**config.mk**
```make
export PLATFORM = sky130hd
export DESIGN_NAME = shift_unit
export DESIGN_NICKNAME = d
export VERILOG_FILES = /design/src/rtl/shift_unit_pkg.sv /design/src/rtl/shift_stage.sv /design/src/rtl/shift_core.sv /design/src/rtl/shift_unit.sv
export SDC_FILE = /design/constraint.sdc
export NUM_CORES = 1
export LEC_CHECK = 0
export BUFFER_PORTS_ARGS = -buffer_cell sky130_fd_sc_hd__buf_2
export CAP_MARGIN = 20
export CORE_MARGIN = 2
export CORE_UTILIZATION = 50
export CTS_CLUSTER_DIAMETER = 100
export DETAILED_ROUTE_END_ITERATION = 12
export PLACE_DENSITY = 0.76
export SYNTH_ARGS = -nofsm -noshare
export SYNTH_HDL_FRONTEND = slang
export SYNTH_SLANG_ARGS = --single-unit
```
**constraint.sdc**
```tcl
create_clock -name clk_i -period 1.25 [get_ports clk_i]
set_input_delay 0.0625 -clock clk_i [delete_from_list [all_inputs] [get_ports clk_i]]
set_output_delay 0.0625 -clock clk_i [all_outputs]
set_load 0.01 [all_outputs]
```
**src/rtl/shift_unit_pkg.sv**
```systemverilog
package shift_unit_pkg;

  typedef enum logic [2:0] {
    OP_SHL = 3'b001,
    OP_SHR = 3'b010,
    OP_SAR = 3'b011
  } shift_op_e;

  typedef struct packed {
    logic valid;
    logic left;
    logic arith;
  } shift_ctl_t;

  function automatic shift_ctl_t decode_op(input logic [2:0] op);
    shift_ctl_t c;
    c = '0;
    unique case (op)
      OP_SHL:  begin c.valid = 1'b1; c.left = 1'b1; end
      OP_SHR:  c.valid = 1'b1;
      OP_SAR:  begin c.valid = 1'b1; c.arith = 1'b1; end
      default: c = '0;
    endcase
    return c;
  endfunction

endpackage

```
**src/rtl/shift_stage.sv**
```systemverilog
module shift_stage #(
  parameter int WORD_W = 8,
  parameter int AMT    = 1
) (
  input  logic [WORD_W-1:0] d_i,
  input  logic              en_i,
  input  logic              left_i,
  input  logic              fill_i,
  output logic [WORD_W-1:0] q_o
);

  logic [WORD_W-1:0] shl, shr;

  generate
    if (AMT >= WORD_W) begin : g_flood
      // every bit leaves the word
      assign shl = '0;
      assign shr = {WORD_W{fill_i}};
    end else begin : g_move
      assign shl = d_i << AMT;
      assign shr = {{AMT{fill_i}}, d_i[WORD_W-1:AMT]};
    end
  endgenerate

  always_comb begin
    if (!en_i)       q_o = d_i;
    else if (left_i) q_o = shl;
    else             q_o = shr;
  end

endmodule

```
**src/rtl/shift_core.sv**
```systemverilog
module shift_core #(
  parameter int DATA_W = 4,
  parameter int DIST_W = 4
) (
  input  logic [DATA_W-1:0]   val_i,
  input  logic [DIST_W-1:0]   dist_i,
  input  logic                left_i,
  input  logic                arith_i,
  output logic [2*DATA_W-1:0] word_o
);

  localparam int WORD_W = 2 * DATA_W;

  logic [WORD_W-1:0] chain [DIST_W+1];
  logic              fill;

  // left starts in low half, right starts in high half
  assign chain[0] = left_i ? {{DATA_W{1'b0}}, val_i} : {val_i, {DATA_W{1'b0}}};
  assign fill     = arith_i & ~left_i & val_i[DATA_W-1];

  for (genvar i = 0; i < DIST_W; i++) begin : g_stage
    shift_stage #(
      .WORD_W(WORD_W),
      .AMT   (1 << i)
    ) u_stage (
      .d_i   (chain[i]),
      .en_i  (dist_i[i]),
      .left_i(left_i),
      .fill_i(fill),
      .q_o   (chain[i+1])
    );
  end

  assign word_o = chain[DIST_W];

endmodule

```
**src/rtl/shift_unit.sv**
```systemverilog
module shift_unit
  import shift_unit_pkg::*;
#(
  parameter  int DATA_W = 4,
  localparam int DIST_W = $clog2(2 * DATA_W) + 1
) (
  input  logic              clk_i,
  input  logic              rst_ni,
  input  logic [DATA_W-1:0] val_i,
  input  logic [DIST_W-1:0] dist_i,
  input  logic [2:0]        op_i,
  output logic [DATA_W-1:0] res_hi_o,
  output logic [DATA_W-1:0] res_lo_o,
  output logic              ready_o,
  output logic              err_o
);

  shift_ctl_t          ctl;
  logic [2*DATA_W-1:0] word;

  assign ctl = decode_op(op_i);

  shift_core #(
    .DATA_W(DATA_W),
    .DIST_W(DIST_W)
  ) u_core (
    .val_i  (val_i),
    .dist_i (dist_i),
    .left_i (ctl.left),
    .arith_i(ctl.arith),
    .word_o (word)
  );

  always_ff @(posedge clk_i or negedge rst_ni) begin
    if (!rst_ni) begin
      res_hi_o <= '0;
      res_lo_o <= '0;
      ready_o  <= 1'b0;
      err_o    <= 1'b0;
    end else if (ctl.valid) begin
      {res_hi_o, res_lo_o} <= word;
      ready_o              <= 1'b1;
      err_o                <= 1'b0;
    end else begin
      // high half held on unsupported code
      res_lo_o <= '0;
      ready_o  <= 1'b0;
      err_o    <= 1'b1;
    end
  end

endmodule

```
======== Word level (Yosys, flattened, before mapping) ========
Cells that the tools add are included.
word-level totals
  bits in registers ....................... 10
  logic and storage cells ................. 26
  output and inout port bits .............. 10
cells by class
  bitwise operators ....................... 3
  muxes and demuxes ....................... 15
  eq/ne operators ......................... 3
  reduce and logical (&&, ||, !) cells .... 1
operator list
  operator                                       count
  2-to-1 mux 8 bit                               9
  == test 3 x 2 -> 1 bit, second input constant  2
  2-to-1 mux 1 bit                               5
  2-to-1 mux 4 bit                               1
  == test 3 x 1 -> 1 bit, second input constant  1
  OR reduction 3 bit                             1
  AND 1 bit                                      2
  inverter 1 bit                                 1

======== Longest topological paths before layout ========
  depth after elaboration ................. 13
  mapped depth ............................ 6
  gate-level depth less buffers ........... 4

======== By module ========
A second synthesis with hierarchy kept.
second synthesis, totals
  cell total of the unflattened synthesis .. 124
  area total of the unflattened synthesis .. 1032.2 sq um
modules (own cells, without submodules)
  module                                   sequential area each (sq um)  cells each  area an instance (sq um)  times used
  shift_unit                               250.2                         22          376.6                     1
  shift_stage (u_core.g_stage[0].u_stage)  0.0                           27          177.7                     1
  shift_stage (u_core.g_stage[1].u_stage)  0.0                           27          175.2                     1
  shift_stage (u_core.g_stage[2].u_stage)  0.0                           22          146.4                     1
  shift_stage (u_core.g_stage[3].u_stage)  0.0                           17          81.3                      1
  shift_core                               0.0                           9           75.1                      1

======== Worst setup path before layout ========
Ideal clock, no wire load.
  kind .................................... input to register
  start point ............................. input op_i[1]
  end point ............................... register res_lo_o[3]
  slack ................................... -0.063 ns
  stages on the path ...................... 5
  library setup time ...................... 0.131 ns
  arrival ................................. 1.182 ns
  path buffers ............................ 1
  cell sequence ........................... buf_4 nor3b_4 mux2_2 o221ai_2 o22ai_1
between the ends
  word-level cells in the longest chain between the ends .. 12
ends and longest elaborated chain
  item                           RTL line              RTL
  start, declared                shift_unit.sv:11      input logic [2:0] op_i,
  == test 3 x 1 -> 1 bit         shift_unit_pkg.sv:18  unique case (op)
  2-to-1 mux 1 bit               shift_unit_pkg.sv:18
  inverter 1 bit                 shift_core.sv:19      assign fill = arith_i & ~left_i & val_i[DATA_W-1];
  AND 1 bit (2 in a row)         shift_core.sv:19
  2-to-1 mux 8 bit               shift_stage.sv:27     else if (left_i) q_o = shl;
  2-to-1 mux 8 bit (2 in a row)  shift_stage.sv:26     if (!en_i) q_o = d_i;
  2-to-1 mux 8 bit               shift_stage.sv:27
  2-to-1 mux 8 bit (2 in a row)  shift_stage.sv:26
  2-to-1 mux 4 bit *             shift_unit.sv:40      end else if (ctl.valid) begin
  end signal, assigned           shift_unit.sv:41      {res_hi_o, res_lo_o} <= word;
  end, declared                  shift_unit.sv:13      output logic [DATA_W-1:0] res_lo_o,
Mark *: on every way between the ends. The rest lies on a longest branch, timed or not.
A chain may end at the register's enable or synchronous reset.

======== Worst setup path in the final report ========
  start point ............................. input op_i[2]
  end point ............................... register res_lo_o[2]
between the ends
  word-level cells in the longest chain between the ends .. 11
ends and longest elaborated chain
  item                                                RTL line
  == test 3 x 1 -> 1 bit                              shift_unit_pkg.sv:18
  2-to-1 mux 1 bit                                    shift_unit_pkg.sv:18
  2-to-1 mux 8 bit or inverter 1 bit (tied branches)  shift_core.sv:18, shift_core.sv:19
  2-to-1 mux 8 bit or AND 1 bit (tied branches)       shift_stage.sv:27, shift_core.sv:19
  2-to-1 mux 8 bit or AND 1 bit (tied branches)       shift_stage.sv:26, shift_core.sv:19
  2-to-1 mux 8 bit                                    shift_stage.sv:27
  2-to-1 mux 8 bit                                    shift_stage.sv:26
  2-to-1 mux 8 bit                                    shift_stage.sv:27
  2-to-1 mux 8 bit (2 in a row)                       shift_stage.sv:26
  2-to-1 mux 4 bit *                                  shift_unit.sv:40
Marked as above.

==> flow_summary.yaml <==
status:
  status: "finished clean"
power_and_ir_drop:
  p_switching_w: 0.000311
  power_leakage_nw: 0.538
  cellInternalPower_w: 0.000675
  power.density_nw_per_um2: 835
  power.share.switching: 0.315
  comb_power_share: 0.334
  vdd_drop_max_uv: 388
  sequentialPowerShare: 0.371
  power_frac_clock: 0.296
worst_setup_path:
  worstSetupPathType: "in2reg"
  r2r_end: "res_hi_o[2]"
  reg2reg_slack_ns: 0.21
  reg2reg_from: "res_hi_o[2]"
  reg2reg_depth: 2
  crit_arrival_ns: 1.22
  required_ns: 1.39
  start_kind: "input port"
  end_kind: "flop"
  worstPathMaxFanout: 6
grt:
  grt_max_degree: 14
  overflow: 0
  antenna_found_initial: 0
  grt_pass1_vias: 909
  grt_pass1_wl_um: 4220
  grt_usage: 0.264
route:
  vias: 1012
  dr.pass1.iters: 5
  wl_per_cell_um: 14.9
  drt_iter0_markers: 62
  vias_per_cell: 5.99
  finalWirelength_um: 2520
  ant_nets: 0
  remaining_drc_errors: 0
place:
  placed_cell_area_um2: 1130
  place_congestion: 0.922
  port_buffers: 22
  dp_hpwl_um: 2010
logic_synthesis:
  yosysTopAreaCell: "dfrtp_1"
  async_flop_share: 1.00
  synth.area.top_cells: "dfrtp_1 27%, buf_6 6.0%, o21ai_0 4.8%"
  netlist_instances: 108
  synth_top_cell_area_share: 0.269
  synth_edf_count: 0
  ys_warn_count: 0
  dominantRegCellSynth: "dfrtp_1"
  synthDistinctLibCells: 44
  ys_seq_elements: 10
  syn_nets: 121
  syn_area_per_cell_um2: 8.62
  synth_area_um2: 931
  ys_seq_area_frac: 0.269
min_path:
  min_from: "dist_i[2]"
  hold_depth: 2
  hold_path.class: "in2reg"
  holdPathEnd: "res_lo_o[3]"
clocking:
  postCtsSetupRepairBufs: 0
  htree_levels: 1
  cts_made_buffers: 3
  root_buffer: "clkbuf_4"
  clk_pin_slew_ns: 0.07
  cts_tree: "yes"
  clkLatencyLatePin_ns: 0.27
  cts_buffer_depth: 2
  numClockSinks: 10
layout:
  drive_gt1_frac: 0.389
  final_common_cell: "buf_2"
  stdcell_area_um2: 1180
  n_antenna_cell: 0
  syn2layout_area_growth_pct: 26.9
  fin_nets: 158
  final_cell_mix: "22 x buf_2, 18 x buf_4, 12 x nand2_1"
sta:
  rsz0062_at_grt: "no"
  period_needed_ns: 1.09
  skew_ns: 0
  setup_violations: 0
  worst_pin_slew_ns: 0.377
  timing.fmax_ghz: 0.921
  finalHoldViolations: 0
  post-route-period-util: 0.869
  slew_viol_final: 0
  max_slew_margin: 0.742
  fin_tns_setup_ns: 0
floorplanning:
  dieArea_um2: 2220
  start_util: 0.533
  core_area_um2: 1750
  num_io_pins: 23
  row_count: 15
  chipHeight_um: 47.2
  die_width_um: 47.2
job:
  max_cap_viol_count: 0
[registers in the layout (all words and copies together), names as in the netlist]
signal    count
err_o         1
res_hi_o      4
res_lo_o      4
ready_o       1
[cell type report]
class                   instances  area, um^2
clock buffers                   4        36.3
fillers                       159         564
inverters                       4        15.0
multi-input cells              85         593
flip-flops and latches         10         250
well taps                      25        31.3
repair buffers                 41         255
[worst max-delay path by stage]
stage,from,to,slack [ns],cells after the start
finish,op_i[2],res_lo_o[2],0.16,6
CTS,dist_i[0],res_lo_o[0],0.13,7
global route,res_hi_o[2],res_hi_o[2],0.04,2
detailed placement,dist_i[0],res_lo_o[0],-0.14,7
global placement,op_i[2],res_hi_o[1],-0.06,5
floorplan,op_i[2],res_lo_o[3],0.002,5
[power groups by stage]
stage                     Combinational, W  Sequential, W  Clock, W
final                             0.000329       0.000366  0.000291
after global routing              0.000363       0.000370  0.000316
after CTS                         0.000324       0.000366  0.000292
after detailed placement          0.000320       0.000372         0
after global placement            0.000311       0.000371         0
after floorplan                   0.000183       0.000386         0
[cell families after synthesis]
family                 Yosys count  synth area share
multiplexers                     6            0.0672
XOR/XNOR                         1           0.00941
buffers and inverters           13             0.106
AO/OA/AOI/OAI                   44             0.327
flip-flops                      10             0.269
AND/OR/NAND/NOR                 34             0.222
[metal layers]
layer	routed length [um]	GRT usage
met1	1060	0.342
met2	1270	0.458
met3	163	0.0115
met4	18	0.106
met5	0	0
[synthesized netlist by cell type (2+ instances only)]
master,number
a21oi_1,8
o21ai_1,3
mux2i_1,4
buf_4,3
o21ai_0,9
nor2_1,2
buf_6,5
a31oi_1,2
mux2_2,2
inv_1,4
nand2b_1,4
dfrtp_1,10
a311oi_1,3
a22oi_1,2
o21bai_1,2
nor3_2,2
a211oi_1,3
nor3_1,3
nand2_1,12
[worst max-delay path, cell delays in order]
cell	delay [ns]
buf_2	0.13
nor3b_4	0.34
buf_4	0.21
xnor2_1	0.08
a311oi_1	0.33
a211oi_1	0.08
[repair_timing]
action                                 in CTS  in global routing
setup endpoints to repair                   0                  1
endpoints found under the hold margin      10                  0
gates resized for setup                     0                  1
hold buffers                                1                  0
[stage by stage]
step / util / power (W) / hold WS, ns / cells / setup WS (ns)
floorplan: - / 0.000569 / -0.233 / 108 / 0.00203
global route: 0.677 / 0.00105 / 0.0448 / 169 / 0.0362
finish: 0.677 / 0.000986 / 0.0234 / 169 / 0.164
detailed placement: 0.646 / 0.000692 / -0.0722 / 164 / -0.145
CTS: 0.672 / 0.000982 / 0.0250 / 169 / 0.128
global placement: 0.646 / 0.000681 / -0.0767 / 164 / -0.0641
(Power assumes the default switching activity.)
